==> src/rtl/pgwalk_pkg.sv <==
package pgwalk_pkg;
  localparam int PG_OFF_W   = 12;
  localparam int PTE_FLAG_W = 10;
  localparam int PTE_PPN_LSB = 10;

  typedef enum logic [1:0] {
    ACC_LOAD  = 2'd0,
    ACC_STORE = 2'd1,
    ACC_FETCH = 2'd2
  } acc_e;

  typedef enum logic [1:0] {
    ST_IDLE = 2'd0,
    ST_REQ  = 2'd1,
    ST_WAIT = 2'd2,
    ST_DONE = 2'd3
  } st_e;
endpackage

==> src/rtl/pgwalk_range.sv <==
// Upper-address legality check, done before any memory read.
module pgwalk_range #(
  parameter int VA_W = 64,
  parameter int OFF_W = 12,
  parameter int IDX_W = 9,
  parameter int ROOT_EXTRA = 2
) (
  input  logic [VA_W-OFF_W-4*IDX_W:0] hi,   // va[VA_W-1 : OFF_W+4*IDX_W-1]
  input  logic                        five,
  input  logic                        guest,
  output logic                        ok
);
  localparam int TOP4 = OFF_W + 4*IDX_W;    // first bit above a four-level address
  localparam int TOP5 = OFF_W + 5*IDX_W;
  localparam int HI_MSB = VA_W - TOP4;
  localparam int N5_LSB = TOP5 - TOP4;      // va[TOP5-1]
  localparam int G5_LSB = TOP5 + ROOT_EXTRA - TOP4 + 1;
  localparam int G4_LSB = ROOT_EXTRA + 1;

  logic n4_ok, n5_ok, g4_ok, g5_ok;

  always_comb begin
    n4_ok = (&hi) | ~(|hi);
    n5_ok = (&hi[HI_MSB:N5_LSB]) | ~(|hi[HI_MSB:N5_LSB]);
    g4_ok = ~(|hi[HI_MSB:G4_LSB]);
    g5_ok = ~(|hi[HI_MSB:G5_LSB]);
    if (guest) ok = five ? g5_ok : g4_ok;
    else       ok = five ? n5_ok : n4_ok;
  end
endmodule

==> src/rtl/pgwalk_pte_eval.sv <==
// Classifies one table entry at a given level and forms the leaf page number.
module pgwalk_pte_eval
  import pgwalk_pkg::*;
#(
  parameter int PA_W = 56,
  parameter int PTE_W = 64,
  parameter int IDX_W = 9,
  parameter int LVL_W = 3
) (
  input  logic [PTE_W-1:0]          pte,
  input  logic [LVL_W-1:0]          lvl,
  input  logic [1:0]                acc,
  input  logic [PA_W-PG_OFF_W-1:0]  vpn,
  output logic                      is_ptr,
  output logic                      fault,
  output logic [PA_W-PG_OFF_W-1:0]  ppn,
  output logic [PA_W-PG_OFF_W-1:0]  leaf_ppn,
  output logic [PTE_FLAG_W-1:0]     flags
);
  localparam int PPN_W   = PA_W - PG_OFF_W;
  localparam int RSV_LSB = PTE_PPN_LSB + PPN_W;

  logic v, r, w, x, rsv_bad, perm_ok, misalign;
  logic [PPN_W-1:0] lowmask;

  assign ppn   = pte[PTE_PPN_LSB +: PPN_W];
  assign flags = pte[PTE_FLAG_W-1:0];

  always_comb begin
    v = pte[0];
    r = pte[1];
    w = pte[2];
    x = pte[3];
    rsv_bad  = |pte[PTE_W-1:RSV_LSB];
    lowmask  = ~({PPN_W{1'b1}} << (IDX_W * int'(lvl)));
    misalign = |(ppn & lowmask);
    is_ptr   = !r && !w && !x;
    unique case (acc)
      ACC_LOAD:  perm_ok = r;
      ACC_STORE: perm_ok = w;
      ACC_FETCH: perm_ok = x;
      default:   perm_ok = 1'b0;
    endcase
    fault = !v || (w && !r) || rsv_bad ||
            (is_ptr && (lvl == '0)) ||
            (!is_ptr && (misalign || !perm_ok));
    leaf_ppn = (ppn & ~lowmask) | (vpn & lowmask);
  end
endmodule

==> src/rtl/pgwalk_top.sv <==
module pgwalk_top
  import pgwalk_pkg::*;
#(
  parameter int VA_W = 64,
  parameter int PA_W = 56,
  parameter int PTE_W = 64,
  parameter int IDX_W = 9,
  parameter int ROOT_EXTRA = 2
) (
  input  logic                       clk,
  input  logic                       rst,
  input  logic                       req_valid,
  output logic                       req_ready,
  input  logic [VA_W-1:0]            req_vaddr,
  input  logic [1:0]                 req_acc,
  input  logic                       req_five,
  input  logic                       req_guest,
  input  logic [PA_W-PG_OFF_W-1:0]   req_root,
  output logic                       mem_req_valid,
  input  logic                       mem_req_ready,
  output logic [PA_W-1:0]            mem_req_addr,
  input  logic                       mem_rsp_valid,
  input  logic [PTE_W-1:0]           mem_rsp_data,
  output logic                       rsp_valid,
  output logic                       rsp_pf,
  output logic                       rsp_gpf,
  output logic [PA_W-1:0]            rsp_paddr,
  output logic [PTE_FLAG_W-1:0]      rsp_flags,
  output logic [2:0]                 rsp_level
);
  localparam int OFF_W = PG_OFF_W;
  localparam int PPN_W = PA_W - OFF_W;
  localparam int LVL_W = 3;
  localparam int ROOT_IDX_W = IDX_W + ROOT_EXTRA;
  localparam int TOP4 = OFF_W + 4*IDX_W;
  localparam logic [LVL_W-1:0] LVL_TOP5 = LVL_W'(4);
  localparam logic [LVL_W-1:0] LVL_TOP4 = LVL_W'(3);
  localparam logic [ROOT_IDX_W-1:0] NARROW_MASK = ROOT_IDX_W'({IDX_W{1'b1}});

  // Entry address: table base plus index scaled by the 8-byte entry size.
  function automatic logic [PA_W-1:0] pte_addr(input logic [PPN_W-1:0] base,
                                                input logic [VA_W-1:0]  va,
                                                input logic [LVL_W-1:0] lvl,
                                                input logic             wide);
    logic [ROOT_IDX_W-1:0] idx;
    idx = ROOT_IDX_W'(va >> (OFF_W + IDX_W * int'(lvl))) &
          (wide ? {ROOT_IDX_W{1'b1}} : NARROW_MASK);
    return {base, {OFF_W{1'b0}}} + PA_W'({idx, 3'b000});
  endfunction

  st_e              st;
  logic [VA_W-1:0]  va_q;
  logic [1:0]       acc_q;
  logic             guest_q;
  logic [LVL_W-1:0] lvl_q;

  logic             range_ok;
  logic             e_ptr, e_fault;
  logic [PPN_W-1:0] e_ppn, e_leaf;
  logic [PTE_FLAG_W-1:0] e_flags;
  logic             accept;

  assign req_ready = (st == ST_IDLE);
  assign accept    = req_valid && req_ready;

  pgwalk_range #(
    .VA_W(VA_W), .OFF_W(OFF_W), .IDX_W(IDX_W), .ROOT_EXTRA(ROOT_EXTRA)
  ) i_range (
    .hi   (req_vaddr[VA_W-1:TOP4-1]),
    .five (req_five),
    .guest(req_guest),
    .ok   (range_ok)
  );

  pgwalk_pte_eval #(
    .PA_W(PA_W), .PTE_W(PTE_W), .IDX_W(IDX_W), .LVL_W(LVL_W)
  ) i_eval (
    .pte     (mem_rsp_data),
    .lvl     (lvl_q),
    .acc     (acc_q),
    .vpn     (va_q[PA_W-1:OFF_W]),
    .is_ptr  (e_ptr),
    .fault   (e_fault),
    .ppn     (e_ppn),
    .leaf_ppn(e_leaf),
    .flags   (e_flags)
  );

  always_ff @(posedge clk) begin
    if (rst) begin
      st            <= ST_IDLE;
      va_q          <= '0;
      acc_q         <= '0;
      guest_q       <= 1'b0;
      lvl_q         <= '0;
      mem_req_valid <= 1'b0;
      mem_req_addr  <= '0;
      rsp_valid     <= 1'b0;
      rsp_pf        <= 1'b0;
      rsp_gpf       <= 1'b0;
      rsp_paddr     <= '0;
      rsp_flags     <= '0;
      rsp_level     <= '0;
    end else begin
      rsp_valid <= 1'b0;
      unique case (st)
        ST_IDLE: if (accept) begin
          va_q    <= req_vaddr;
          acc_q   <= req_acc;
          guest_q <= req_guest;
          lvl_q   <= req_five ? LVL_TOP5 : LVL_TOP4;
          if (!range_ok) begin
            rsp_valid <= 1'b1;
            rsp_pf    <= !req_guest;
            rsp_gpf   <= req_guest;
            rsp_paddr <= '0;
            rsp_flags <= '0;
            rsp_level <= '0;
            st        <= ST_DONE;
          end else begin
            mem_req_valid <= 1'b1;
            mem_req_addr  <= pte_addr(req_root, req_vaddr,
                                      req_five ? LVL_TOP5 : LVL_TOP4, req_guest);
            st            <= ST_REQ;
          end
        end
        ST_REQ: if (mem_req_ready) begin
          mem_req_valid <= 1'b0;
          st            <= ST_WAIT;
        end
        ST_WAIT: if (mem_rsp_valid) begin
          if (e_fault) begin
            rsp_valid <= 1'b1;
            rsp_pf    <= !guest_q;
            rsp_gpf   <= guest_q;
            rsp_paddr <= '0;
            rsp_flags <= '0;
            rsp_level <= '0;
            st        <= ST_DONE;
          end else if (e_ptr) begin
            lvl_q         <= lvl_q - 1'b1;
            mem_req_valid <= 1'b1;
            mem_req_addr  <= pte_addr(e_ppn, va_q, lvl_q - 1'b1, 1'b0);
            st            <= ST_REQ;
          end else begin
            rsp_valid <= 1'b1;
            rsp_pf    <= 1'b0;
            rsp_gpf   <= 1'b0;
            rsp_paddr <= {e_leaf, va_q[OFF_W-1:0]};
            rsp_flags <= e_flags;
            rsp_level <= lvl_q;
            st        <= ST_DONE;
          end
        end
        default: st <= ST_IDLE;
      endcase
    end
  end

  // A refused read request keeps its valid and address.
  p_hold_req_r10: assert property (@(posedge clk) disable iff (rst)
    mem_req_valid && !mem_req_ready |=> mem_req_valid && $stable(mem_req_addr));

  // The result strobe lasts a single cycle.
  p_pulse_r9: assert property (@(posedge clk) disable iff (rst)
    rsp_valid |=> !rsp_valid);

  // Once a request is taken, no other is taken in the next cycle.
  p_busy_r9: assert property (@(posedge clk) disable iff (rst)
    accept |=> !req_ready);

  // Fault kinds never appear together.
  p_fault_kind_r8: assert property (@(posedge clk) disable iff (rst)
    rsp_valid |-> !(rsp_pf && rsp_gpf));

  // A range violation answers at once without touching memory.
  p_range_r2: assert property (@(posedge clk) disable iff (rst)
    accept && !range_ok |=> rsp_valid && !mem_req_valid && (rsp_pf || rsp_gpf));

  // No read request is outstanding while the result is presented.
  p_quiet_r12: assert property (@(posedge clk) disable iff (rst)
    rsp_valid |-> !mem_req_valid);
endmodule

==> config.mk <==
export PLATFORM = sky130hd
export DESIGN_NAME = pgwalk_top
export DESIGN_NICKNAME = d
export VERILOG_FILES = /design/src/rtl/pgwalk_pkg.sv /design/src/rtl/pgwalk_range.sv /design/src/rtl/pgwalk_pte_eval.sv /design/src/rtl/pgwalk_top.sv
export SDC_FILE = /design/constraint.sdc
export NUM_CORES = 1
export LEC_CHECK = 0
export BUFFER_PORTS_ARGS = -buffer_cell sky130_fd_sc_hd__buf_2
export CAP_MARGIN = 0
export CORE_MARGIN = 5
export CORE_UTILIZATION = 55
export DETAILED_ROUTE_END_ITERATION = 6
export GPL_TIMING_DRIVEN = 0
export PLACE_DENSITY_LB_ADDON = 0.08
export REMOVE_ABC_BUFFERS = 1
export SYNTH_ARGS = -nofsm -noshare
export SYNTH_HDL_FRONTEND = slang
export SYNTH_HIERARCHICAL = 1
export SYNTH_SLANG_ARGS = --single-unit
==> constraint.sdc <==
create_clock -name clk -period 6.9 [get_ports clk]
set_input_delay 1.38 -clock clk [delete_from_list [all_inputs] [get_ports clk]]
set_output_delay 1.38 -clock clk [all_outputs]
set_load 0.05 [all_outputs]
==> flow_metrics.tcl <==
set metrics [dict create \
    status "finished clean" \
    drv_slew 0 \
    timing.fmax_mhz 218 \
    totalWireLength_um 35200 \
    synth_edf_count 0 \
    reg2regPathDepth 10 \
    arrival_ps 4940 \
    ys_seq_area_frac 0.380 \
    dp.cells 1706 \
    fin_cells 1742 \
    p_per_area_nw_per_um2 236 \
    final_common_cell "buf_2" \
    routedWlPerCell_um 20.2 \
    hold_viol_final 0 \
    worst_pin_slew_ps 1400 \
    holdPathStages 2 \
    grt_pass1_wl_um 53700 \
    drive_above_1_share 0.291 \
    dr.pass1.iters 6 \
    cp-end-kind "flip-flop" \
    holdPathEnd "rsp_paddr[45]$_SDFFE_PP0P_" \
    initial_core_util 0.557 \
    startpoint_type "input pin" \
    irDropWorstVdd_uv 180 \
    min_from "rsp_paddr[45]$_SDFFE_PP0P_" \
    drv_cap 0 \
    final.period_utilization 0.665 \
    slowest_delay_ps 1040 \
    postCtsHoldBufs 0 \
    dominantRegCellSynth "dfxtp_1" \
    syn_to_final_growth_pct 19.0 \
    cts-resized-gates 0 \
    ant_nets 0 \
    num-nets-final 1676 \
    finClkSkew_ps 9.58 \
    clkSlewWorstSetupHoldPaths_ps 80 \
    grt_max_degree 109 \
    timing.rr.start "lvl_q[2]$_SDFFE_PP0P_" \
    min_period_ps 4590 \
    p_leak_nw 4.99 \
    async_reset_ff_frac 0 \
    place_congestion 0.934 \
    path_class "input pin to flip-flop" \
    layout_common_cells "buf_2, nand2_1, dfxtp_1" \
    syn_area_um2 10400 \
    reg2reg_slack_ps 2590 \
    drtIter0Drc 930 \
    path_max_fanout 20 \
    rsz0062_at_grt "no" \
    syn_inst 1308 \
    grt_pass1_vias 9785 \
    cp_cell_sequence "buf_2, o311ai_0, o31ai_1, nand3_1, nor2_1, or4b_1, o211ai_1" \
    cts_sinks 198 \
    grt_usage 0.307 \
    io_buffers 307 \
    rows 50 \
    core-area_um2 18700 \
    viasPerCell 5.96 \
    setup_viol 0 \
    dieArea_um2 21800 \
    clock_path_buffers 2 \
    ys_warn_count 6 \
    ys_types 75 \
    antenna_found_initial 2 \
    cts_buffers 17 \
    cts-root-buf "clkbuf_16" \
    io-pin-count 311 \
    maxSlewHeadroom 0.0597 \
    dp_hpwl_um 25000 \
    vias 10378 \
    h-tree-depth 4 \
    die_w_um 148 \
    cts_tree "built" \
    synth_seq_cells 198 \
    die_y_um 148 \
    cts_setup_buffers 0 \
    synth.avg_cell_area_um2 7.97 \
    critPathSlowestCell "nand3_1" \
    critPathRequiredTime_ps 7260 \
    power.total_mw 2.93 \
    grt_overflow 0 \
    clock_latency_ps 430 \
    min_path_type "flip-flop to flip-flop" \
    r2r_end "rsp_paddr[25]$_SDFFE_PP0P_" \
    drc 0 \
    postLayoutCoreUtil 0.663 \
]
-- how the worst max path moves through the flow --
stage / from / end / slack, ps / depth (start not counted)
floorplan: req_valid / mem_req_addr[55]$_SDFFE_PP0P_ / 1920 / 4
global placement: req_valid / mem_req_addr[49]$_SDFFE_PP0P_ / -990 / 5
detailed placement: mem_rsp_data[12] / mem_req_addr[48]$_SDFFE_PP0P_ / 2010 / 11
CTS: mem_rsp_data[12] / mem_req_addr[48]$_SDFFE_PP0P_ / 2460 / 11
global route: mem_rsp_data[12] / mem_req_addr[48]$_SDFFE_PP0P_ / 2290 / 11
finish: req_five / mem_req_addr[53]$_SDFFE_PP0P_ / 2310 / 7
-- synthesized netlist by cell type, types with 3 or more instances --
cell type  instances  area, µm²
buf_2             11       55.1
ha_1               3       37.5
a221oi_1           8       70.1
nor3_1            23        115
nor3b_1            4       30.0
o211ai_1          19        143
and4_1             5       43.8
buf_4             58        435
o22ai_1           11       68.8
dfxtp_1          198       3960
mux2_2            45        507
a21oi_1          183        916
nand3_1           94        470
nand3b_1           3       22.5
nand2_1          250        938
mux2i_1           19        190
a211o_1           10       87.6
a31oi_1            6       37.5
nor4_1            12       75.1
a311oi_1           3       26.3
xor2_1            12        105
or3_1              9       56.3
nor4b_1            3       26.3
or4_1              9       67.6
nor4_2             7       87.6
nand4_1           16        100
a211oi_1           7       52.6
and3_1            25        156
o21ai_1            5       25.0
mux4_2             9        203
a31o_1             4       35.0
nor2b_1            3       18.8
clkbuf_1          80        300
xnor2_1           15        131
nor2_1            58        218
o21ai_0           15       75.1
inv_1             12       45.0
buf_1              8       30.0
nand2b_1           4       25.0
-- registers in the layout, summed over array words and instances, names as in the netlist --
name	flops
lvl_q	3
rsp_flags	10
mem_req_valid	1
mem_req_addr	53
rsp_pf	1
va_q	64
acc_q	2
rsp_level	3
rsp_gpf	1
st	2
guest_q	1
rsp_paddr	56
rsp_valid	1
-- report_power, final --
part	internal, mW	switching, mW	leakage [nW]
Sequential	1.19	0.0599	1.61
Clock	0.525	0.516	0.300
Combinational	0.222	0.410	3.09
-- cells by family after synthesis --
| family | after synthesis | synth area share |
|---|---|---|
| AO/OA/AOI/OAI | 292 | 0.166 |
| XOR/XNOR | 27 | 0.0227 |
| adder cells (fa/ha/maj) | 4 | 0.00552 |
| buffers and inverters | 170 | 0.0841 |
| flip-flops | 198 | 0.380 |
| multiplexers | 74 | 0.0874 |
| other | 1 | 0.000360 |
| AND/OR/NAND/NOR | 542 | 0.254 |
-- layout make-up --
cell class / instances / area (µm²)
inverters: 12 / 45.0
clock buffers: 17 / 425
flip-flops and latches: 198 / 3970
multi-input cells: 942 / 5640
diodes: 4 / 10.0
well taps: 234 / 293
clock inverters: 15 / 183
repair buffers: 320 / 1840
fillers: 1650 / 6300
-- routing by layer --
layer | vias up | global-route usage | part of all wire
met5 | - | 0 | 0
met2 | 488 | 0.502 | 0.47
met3 | 60 | 0.0638 | 0.091
met1 | 4885 | 0.409 | 0.42
li1 | 4945 | - | -
met4 | 0 | 0.0941 | 0.021
-- metrics by stage --
stage	cell area, µm²	TNS, ps	worst slack [ps]	hold slack [ps]
finish	12400	0	2310	449
global route	12400	0	2290	467
CTS	12400	0	2460	450
detailed placement	11800	0	2010	440
global placement	11400	-66180	-991	435
floorplan	9600	0	1920	430
-- worst max-delay path, delay by kind of cell --
family | cells | cell delay, ps
AND/OR/NAND/NOR | 3 | 1840
buffers and inverters | 1 | 400
AO/OA/AOI/OAI | 3 | 1310
Power figures use the tool's default switching activity.
